**config.mk**
```make
export PLATFORM = sky130hd
export DESIGN_NAME = snd_sample_out
export DESIGN_NICKNAME = d
export VERILOG_FILES = /design/src/rtl/snd_pkg.sv /design/src/rtl/snd_bus_dec.sv /design/src/rtl/snd_rate_timer.sv /design/src/rtl/snd_sample_buf.sv /design/src/rtl/snd_irq_ctl.sv /design/src/rtl/snd_sample_out.sv
export SDC_FILE = /design/constraint.sdc
export NUM_CORES = 1
export LEC_CHECK = 0
export BUFFER_PORTS_ARGS = -buffer_cell sky130_fd_sc_hd__buf_4
export CAP_MARGIN = 20
export CORE_AREA = 2 2 54 56
export CTS_CLUSTER_DIAMETER = 40
export CTS_CLUSTER_SIZE = 24
export DETAILED_ROUTE_END_ITERATION = 10
export DIE_AREA = 0 0 56 58
export PLACE_DENSITY = 0.82
export SYNTH_ARGS = -nofsm -noshare
export SYNTH_HDL_FRONTEND = slang
export SYNTH_SLANG_ARGS = --single-unit
```
**constraint.sdc**
```tcl
create_clock -name clk_i -period 3.6 [get_ports clk_i]
set_clock_uncertainty 0.05 [all_clocks]
set_input_delay 0.72 -clock clk_i [delete_from_list [all_inputs] [get_ports clk_i]]
set_output_delay 0.72 -clock clk_i [all_outputs]
set_load 0.05 [all_outputs]
```
**src/rtl/snd_pkg.sv**
```systemverilog
package snd_pkg;
  localparam int unsigned DATA_W  = 8;
  localparam int unsigned ADDR_W  = 16;
  localparam int unsigned RAM_AW  = 12;
  localparam int unsigned CNT_W   = 8;

  function automatic logic [DATA_W-1:0] mid_scale();
    logic [DATA_W-1:0] v;
    v = '0;
    v[DATA_W-1] = 1'b1;
    return v;
  endfunction
endpackage

```
**src/rtl/snd_bus_dec.sv**
```systemverilog
module snd_bus_dec #(
  parameter int unsigned ADDR_W = 16,
  parameter int unsigned RAM_AW = 12
) (
  input  logic              bus_valid_i,
  input  logic              bus_we_i,
  input  logic [ADDR_W-1:0] bus_addr_i,
  output logic              smp_we_o,
  output logic              ram_cs_o,
  output logic              ram_we_o,
  output logic [RAM_AW-1:0] ram_addr_o
);
  localparam int unsigned SEL_BIT = ADDR_W - 1;

  logic hi_half;
  assign hi_half  = bus_addr_i[SEL_BIT];
  assign smp_we_o = bus_valid_i & bus_we_i & hi_half;
  assign ram_cs_o = bus_valid_i & ~(bus_we_i & hi_half);
  assign ram_we_o = bus_valid_i & bus_we_i & ~hi_half;

  // mirror: only low bits reach the RAM
  generate
    if (RAM_AW >= ADDR_W) begin : g_full
      assign ram_addr_o = RAM_AW'(bus_addr_i);
    end else begin : g_mirror
      assign ram_addr_o = bus_addr_i[RAM_AW-1:0];
    end
  endgenerate
endmodule

```
**src/rtl/snd_rate_timer.sv**
```systemverilog
module snd_rate_timer #(
  parameter int unsigned CNT_W = 8
) (
  input  logic             clk_i,
  input  logic             rst_ni,
  input  logic [CNT_W-1:0] period_i,
  output logic             tick_o,
  output logic             tick_q_o
);
  logic [CNT_W-1:0] cnt_q;
  logic             run_q;
  logic             tick_q;

  assign tick_o   = run_q && (cnt_q == '0);
  assign tick_q_o = tick_q;

  always_ff @(posedge clk_i or negedge rst_ni) begin
    if (!rst_ni) begin
      cnt_q  <= '0;
      run_q  <= 1'b0;
      tick_q <= 1'b0;
    end else begin
      tick_q <= tick_o;
      if (!run_q) begin
        // first edge after reset loads the period
        cnt_q <= period_i;
        run_q <= 1'b1;
      end else if (tick_o) begin
        cnt_q <= period_i;
      end else begin
        cnt_q <= cnt_q - 1'b1;
      end
    end
  end
endmodule

```
**src/rtl/snd_sample_buf.sv**
```systemverilog
module snd_sample_buf #(
  parameter int unsigned DATA_W = 8
) (
  input  logic              clk_i,
  input  logic              rst_ni,
  input  logic              smp_we_i,
  input  logic [DATA_W-1:0] wdata_i,
  input  logic              tick_i,
  output logic [DATA_W-1:0] dac_o
);
  import snd_pkg::*;

  logic [DATA_W-1:0] hold_q;
  logic [DATA_W-1:0] dac_q;

  assign dac_o = dac_q;

  always_ff @(posedge clk_i or negedge rst_ni) begin
    if (!rst_ni) begin
      hold_q <= DATA_W'(mid_scale());
      dac_q  <= DATA_W'(mid_scale());
    end else begin
      if (smp_we_i) hold_q <= wdata_i;
      if (tick_i)   dac_q  <= hold_q;  // old hold, same-edge write waits
    end
  end
endmodule

```
**src/rtl/snd_irq_ctl.sv**
```systemverilog
module snd_irq_ctl (
  input  logic clk_i,
  input  logic rst_ni,
  input  logic tick_i,
  input  logic ack_i,
  output logic irq_o
);
  logic irq_q;
  assign irq_o = irq_q;

  always_ff @(posedge clk_i or negedge rst_ni) begin
    if (!rst_ni)     irq_q <= 1'b0;
    else if (tick_i) irq_q <= 1'b1;  // tick wins over ack
    else if (ack_i)  irq_q <= 1'b0;
  end
endmodule

```
**src/rtl/snd_sample_out.sv**
```systemverilog
module snd_sample_out #(
  parameter int unsigned DATA_W = snd_pkg::DATA_W,
  parameter int unsigned ADDR_W = snd_pkg::ADDR_W,
  parameter int unsigned RAM_AW = snd_pkg::RAM_AW,
  parameter int unsigned CNT_W  = snd_pkg::CNT_W
) (
  input  logic              clk_i,
  input  logic              rst_ni,
  input  logic              bus_valid_i,
  input  logic              bus_we_i,
  input  logic [ADDR_W-1:0] bus_addr_i,
  input  logic [DATA_W-1:0] bus_wdata_i,
  input  logic [CNT_W-1:0]  period_i,
  input  logic              irq_ack_i,
  output logic              irq_o,
  output logic              tick_o,
  output logic [DATA_W-1:0] dac_o,
  output logic              ram_cs_o,
  output logic              ram_we_o,
  output logic [RAM_AW-1:0] ram_addr_o
);
  logic smp_we;
  logic tick;

  snd_bus_dec #(.ADDR_W(ADDR_W), .RAM_AW(RAM_AW)) u_dec (
    .bus_valid_i (bus_valid_i),
    .bus_we_i    (bus_we_i),
    .bus_addr_i  (bus_addr_i),
    .smp_we_o    (smp_we),
    .ram_cs_o    (ram_cs_o),
    .ram_we_o    (ram_we_o),
    .ram_addr_o  (ram_addr_o)
  );

  snd_rate_timer #(.CNT_W(CNT_W)) u_timer (
    .clk_i    (clk_i),
    .rst_ni   (rst_ni),
    .period_i (period_i),
    .tick_o   (tick),
    .tick_q_o (tick_o)
  );

  snd_sample_buf #(.DATA_W(DATA_W)) u_buf (
    .clk_i    (clk_i),
    .rst_ni   (rst_ni),
    .smp_we_i (smp_we),
    .wdata_i  (bus_wdata_i),
    .tick_i   (tick),
    .dac_o    (dac_o)
  );

  snd_irq_ctl u_irq (
    .clk_i  (clk_i),
    .rst_ni (rst_ni),
    .tick_i (tick),
    .ack_i  (smp_we | irq_ack_i),
    .irq_o  (irq_o)
  );
endmodule

```
==> impl_metrics.env, run 1 <==
export IMPL_status="finished clean"
export IMPL_combPwrFrac_pct=27.5
export IMPL_numPortBuffers=33
export IMPL_root_buffer="clkbuf_4"
export IMPL_rr_worst_depth=5
export IMPL_cts_sinks=27
export IMPL_die_w_um=56
export IMPL_dp_hpwl_mm=1.75
export IMPL_initial_core_util_pct=47.7
export IMPL_whs_ps=232
export IMPL_grt_max_degree=28
export IMPL_slew_headroom_pct=56.7
export IMPL_swShare_pct=31.8
export IMPL_crit_start="u_timer.cnt_q[0]"
export IMPL_grt_util_all_layers_pct=15.6
export IMPL_wl_per_cell_um=14.1
export IMPL_n_antenna_cell=0
export IMPL_drive_above_1_share_pct=44.3
export IMPL_p_leak_nw=0.726
export IMPL_switchingPower_mw=0.223
export IMPL_layout_commonest_cell="buf_4"
export IMPL_antenna_left=0
export IMPL_post_route_period_util_pct=59.1
export IMPL_grt_setup_unrepaired="false"
export IMPL_dieArea_mm2=0.00325
export IMPL_finalHoldViolCount=0
export IMPL_synth_seq_cells=27
export IMPL_tightest_slew_ps=645
export IMPL_power_frac_seq_pct=54.7
export IMPL_place_congestion=0.831
export IMPL_antenna_found_initial=0
export IMPL_r2r_end="u_timer.cnt_q[3]"
export IMPL_drc_errors=0
export IMPL_synthesis_nets=147
export IMPL_power_frac_clock_pct=17.8
export IMPL_r2r_slack_ps=1470
export IMPL_ios=61
export IMPL_nets=171
export IMPL_ir_worst_vdd_uv=290
export IMPL_critPathLaunchType="register"
export IMPL_vias=834
export IMPL_die_h_um=58
export IMPL_tns_ps=0
export IMPL_synth_distinct_cells=30
export IMPL_critPathRequiredTime_ps=3740
export IMPL_synthCells=108
export IMPL_core_mm2=0.00266
export IMPL_viasPerCell=5.15
export IMPL_postCtsSetupRepairBufs=0
export IMPL_dr_wl_met2_mm=1.18
export IMPL_yosys_warnings=0
export IMPL_critPathKind="reg2reg"
export IMPL_wirelength_met1_um=913
export IMPL_wl_met3_um=108
export IMPL_ctsResizeCount=0
export IMPL_syn_area_per_cell_um2=11.8
export IMPL_grt_ovfl_total=0
export IMPL_clk_latency_ps=320
export IMPL_routed_wl_mm=2.29
export IMPL_max_freq_mhz=470
export IMPL_clk_pin_slew_ps=140
export IMPL_grt_pass1_wl_mm=3.88
export IMPL_hold_path_class="in2async"
export IMPL_min_period_ps=2130
export IMPL_ys_seq_area_share_pct=53.4
export IMPL_dr_pass1_iters=6
export IMPL_setup_viol=0
export IMPL_rows=19
export IMPL_end_kind="register"
export IMPL_crit_path_end="u_timer.cnt_q[3]"
export IMPL_drtIter0Drc=21
export IMPL_drv_cap=0
export IMPL_grt_pass1_vias=898
export IMPL_r2r_start="u_timer.cnt_q[0]"
export IMPL_cts_max_path_buffers=2
export IMPL_cts_buffers=3
export IMPL_power_density_cell_area_mw_per_mm2=472
export IMPL_worstPathMaxFanout=12
export IMPL_fin_total_pwr_mw=0.701
export IMPL_highest_layer="met4"
export IMPL_intPower_mw=0.478
export IMPL_final_max_slew_viol_count=0
export IMPL_syn_area_mm2=0.00127
export IMPL_final_cell_mix="buf_4, dfrtp_1, mux2_2"
export IMPL_cts_tree="done"
export IMPL_htreeDepth=1
export IMPL_area_delta_synth_final_pct=16.8
export IMPL_fillers=235
export IMPL_postCtsHoldBufs=0
export IMPL_arrival_ps=2270
power by group through the flow:
stage               clock network, mW  logic, mW  registers (mW)
global placement                    0      0.188           0.385
CTS                             0.132      0.195           0.383
finish                          0.125      0.193           0.383
detailed placement                  0      0.195           0.389
floorplan                           0      0.115           0.435
global route                    0.141      0.209           0.391
how the worst min path moves through the flow:
stage                          startpoint               end  slack, ps  depth (start not counted)
after floorplan                    rst_ni    u_buf.dac_o[0]        370                          0
after global placement    u_buf.hold_q[3]    u_buf.dac_o[3]        430                          1
after detailed placement  u_buf.hold_q[5]    u_buf.dac_o[5]        440                          1
after CTS                          rst_ni  u_timer.cnt_q[5]        230                          1
after global routing               rst_ni  u_timer.cnt_q[2]        250                          1
final                              rst_ni  u_timer.cnt_q[2]        230                          1
synth_stat cells:
library cell | n | area (um2)
a21oi_1 | 3 | 15.0
o21ai_0 | 8 | 40.0
nor2_4 | 1 | 11.3
or4_4 | 1 | 11.3
clkbuf_1 | 1 | 3.75
nor4_1 | 1 | 6.26
a21boi_0 | 1 | 7.51
conb_1 | 1 | 3.75
mux2_2 | 16 | 180
nor3_1 | 1 | 5.00
dfstp_2 | 2 | 52.6
buf_2 | 1 | 5.00
buf_4 | 12 | 90.1
dfrtp_1 | 25 | 626
o21ai_1 | 1 | 5.00
ha_1 | 2 | 25.0
nand3_1 | 2 | 10.0
xor2_1 | 2 | 17.5
nor2_1 | 3 | 11.3
or3b_2 | 1 | 8.76
a31oi_1 | 1 | 6.26
nand3b_1 | 2 | 15.0
nand2_1 | 9 | 33.8
nand2b_1 | 1 | 6.26
inv_1 | 4 | 15.0
o21a_1 | 1 | 7.51
nor2b_1 | 1 | 6.26
xnor2_1 | 2 | 17.5
nand3_4 | 1 | 17.5
a41o_1 | 1 | 10.0
cells by family (layout without fill, tap and decap cells):
logic type / count (synthesis) / after routing / synth area share (%)
flip-flops: 27 / 27 / 53.4
buffers and inverters: 18 / 41 / 8.96
adder cells (fa/ha/maj): 2 / 2 / 1.97
XOR/XNOR: 4 / 4 / 2.76
AO/OA/AOI/OAI: 16 / 16 / 7.19
other: 1 / 1 / 0.295
multiplexers: 16 / 16 / 14.2
AND/OR/NAND/NOR: 24 / 24 / 11.2
registers in the layout, summed over array words and instances, names as in the netlist:
register and flops:
u_irq.irq_o 1, u_buf.hold_q 8, u_timer.run_q 1, u_timer.tick_q_o 1, u_timer.cnt_q 8, u_buf.dac_o 8
routing by layer:
| layer | up-vias | global-route usage [%] |
|---|---|---|
| met1 | 403 | 17.5 |
| li1 | 398 | - |
| met2 | 25 | 26.9 |
| met3 | 8 | 2.90 |
| met5 | - | 0 |
| met4 | 0 | 10.9 |
worst max-delay path: stages, from the launching register on:
cell and delay [ps]:
dfrtp_1 430, inv_1 90, ha_1 210, or3b_2 480, o21ai_1 530, o21ai_0 200
area by class of cell:
cell class / count / area (um2) / area share [%]
tap: 31 / 38.8 / 2.61
sequential: 27 / 678 / 45.7
clock buffer: 4 / 26.3 / 1.77
multi-input combinational: 63 / 478 / 32.2
inverter: 4 / 15.0 / 1.01
timing repair buffer: 33 / 248 / 16.7
metrics by stage:
stage,utilization (%),worst slack (ps),area (um2),cells
2_1_floorplan,-,971,1270,108
3_3_place_gp,54.7,1550,1460,158
3_5_place_dp,54.7,1420,1460,158
4_1_cts,55.7,1430,1480,162
5_1_grt,55.7,1250,1480,162
6_report,55.7,1470,1480,162
(Power assumes the default switching activity.)
==> run 2: changes to the inputs <==
CORE_AREA = 2 2 59 61   (was 2 2 54 56)
DIE_AREA = 0 0 61 63   (was 0 0 56 58)
PLACE_DENSITY = 0.73   (was 0.82)
clock period = 1.9 ns   (was 3.6 ns; I/O delays follow)
==> impl_metrics.env, run 2 (synthesized netlist as in run 1, its figures left out) <==
export IMPL_min_period_ps=1800
export IMPL_die_w_um=61
export IMPL_worstPathMaxFanout=10
export IMPL_wirelength_met1_um=947
export IMPL_core_mm2=0.00323
export IMPL_cts_tree="done"
export IMPL_status="finished clean"
export IMPL_final_max_slew_viol_count=0
export IMPL_antenna_found_initial=0
export IMPL_post_route_period_util_pct=94.7
export IMPL_fin_area_mm2=0.00154
export IMPL_max_freq_mhz=556
export IMPL_layout_commonest_cell="buf_4"
export IMPL_rows=21
export IMPL_numPortBuffers=33
export IMPL_drc_errors=0
export IMPL_die_h_um=63
export IMPL_ios=61
export IMPL_grt_util_all_layers_pct=12.5
export IMPL_grt_ovfl_total=0
export IMPL_r2r_end="u_buf.dac_o[4]"
export IMPL_area_delta_synth_final_pct=21.5
export IMPL_n_antenna_cell=0
export IMPL_place_congestion=0.808
export IMPL_critPathLaunchType="register"
export IMPL_wl_per_cell_um=12.6
export IMPL_hold_path_class="in2reg"
export IMPL_drtIter0Drc=42
export IMPL_multi_input_area_um2=484
export IMPL_final_cell_mix="buf_4, dfrtp_1, mux2_2"
export IMPL_htreeDepth=1
export IMPL_viasPerCell=4.68
export IMPL_highest_layer="met4"
export IMPL_r2r_slack_ps=100
export IMPL_cts_buffers=3
export IMPL_rr_worst_depth=4
export IMPL_nets=175
export IMPL_clk_latency_ps=320
export IMPL_min_path_cells=3
export IMPL_critPathKind="reg2reg"
export IMPL_setup_viol=0
export IMPL_vias=847
export IMPL_initial_core_util_pct=39.3
export IMPL_dr_pass1_iters=4
export IMPL_finalHoldViolCount=0
export IMPL_critPathRequiredTime_ps=2080
export IMPL_grt_max_degree=28
export IMPL_grt_pass1_vias=826
export IMPL_fillers=313
export IMPL_dpl_cell_area_mm2=0.00148
export IMPL_cts_max_path_buffers=2
export IMPL_dieArea_mm2=0.00384
export IMPL_arrival_ps=1980
export IMPL_ir_worst_vdd_uv=499
export IMPL_hp_start="period_i[1]"
export IMPL_wl_met3_um=132
export IMPL_routed_wl_mm=2.28
export IMPL_grt_pass1_wl_mm=3.71
export IMPL_clk_pin_slew_ps=140
export IMPL_setup_ws_ps=101
export IMPL_root_buffer="clkbuf_4"
export IMPL_seqCellArea_um2=678
export IMPL_min_to="u_timer.cnt_q[1]"
export IMPL_p_leak_nw=0.743
export IMPL_drive_above_1_share_pct=47.4
export IMPL_dr_wl_met2_mm=1.17
export IMPL_power_density_cell_area_mw_per_mm2=873
export IMPL_fin_total_pwr_mw=1.35
export IMPL_dp_slack_ps=120
export IMPL_antenna_left=0
export IMPL_cts_sinks=27
export IMPL_r2r_start="u_timer.cnt_q[4]"
export IMPL_dp_hpwl_mm=1.70
export IMPL_drv_cap=0
export IMPL_end_kind="register"
## run 2: routing by layer
metal  GRT usage, %  vias up
met1           15.6      416
met5              0        -
met4           4.89        0
met3           2.28        4
li1               -      409
met2           20.8       18
## run 2: worst max-delay path by stage
stage / from / endpoint / cells after the start / slack, ps
after detailed placement: u_timer.cnt_q[4] / u_buf.dac_o[4] / 4 / 120
final: u_timer.cnt_q[4] / u_buf.dac_o[4] / 4 / 100
after global placement: u_timer.cnt_q[4] / u_buf.dac_o[0] / 4 / 160
after CTS: u_timer.cnt_q[0] / u_timer.cnt_q[3] / 6 / 100
after floorplan: u_timer.cnt_q[0] / u_timer.cnt_q[4] / 6 / 210
after global routing: u_timer.cnt_q[1] / u_timer.cnt_q[3] / 7 / -20
## run 2: where the power goes
part | switching (mW) | total (mW) | internal [mW] | leakage, nW
clock network | 0.167 | 0.248 | 0.0805 | 0.0139
registers | 0.0592 | 0.725 | 0.666 | 0.334
logic | 0.210 | 0.374 | 0.165 | 0.395
total | 0.436 | 1.35 | 0.911 | 0.743
## run 2: repair_timing
item	CTS	global route
setup endpoints to repair	0	1
endpoints found under the hold margin	25	0
setup buffers	0	1
hold buffers	1	0
resized for setup	0	3
## run 2: through the flow
stage	TNS [ps]	hold WS, ps	instances	utilization [%]
2_1_floorplan	0	34.4	108	-
3_3_place_gp	0	254	174	45.9
3_5_place_dp	0	257	174	45.9
4_1_cts	0	187	179	47.2
5_1_grt	-15.3	189	181	47.7
6_report	0	196	181	47.7
## run 2: worst max-delay path: stages, from the launching register on
cell	delay [ps]
dfrtp_1	440
or4_4	570
nor2_4	140
nand3_4	170
mux2_2	320
## run 2: area by class of cell
type | count | share of cell area [%]
Sequential cell | 27 | 44.0
Multi-Input combinational cell | 63 | 31.4
Inverter | 4 | 0.973
Timing Repair Buffer | 37 | 18.0
Tap cell | 46 | 3.73
Clock buffer | 3 | 1.46
Clock inverter | 1 | 0.487
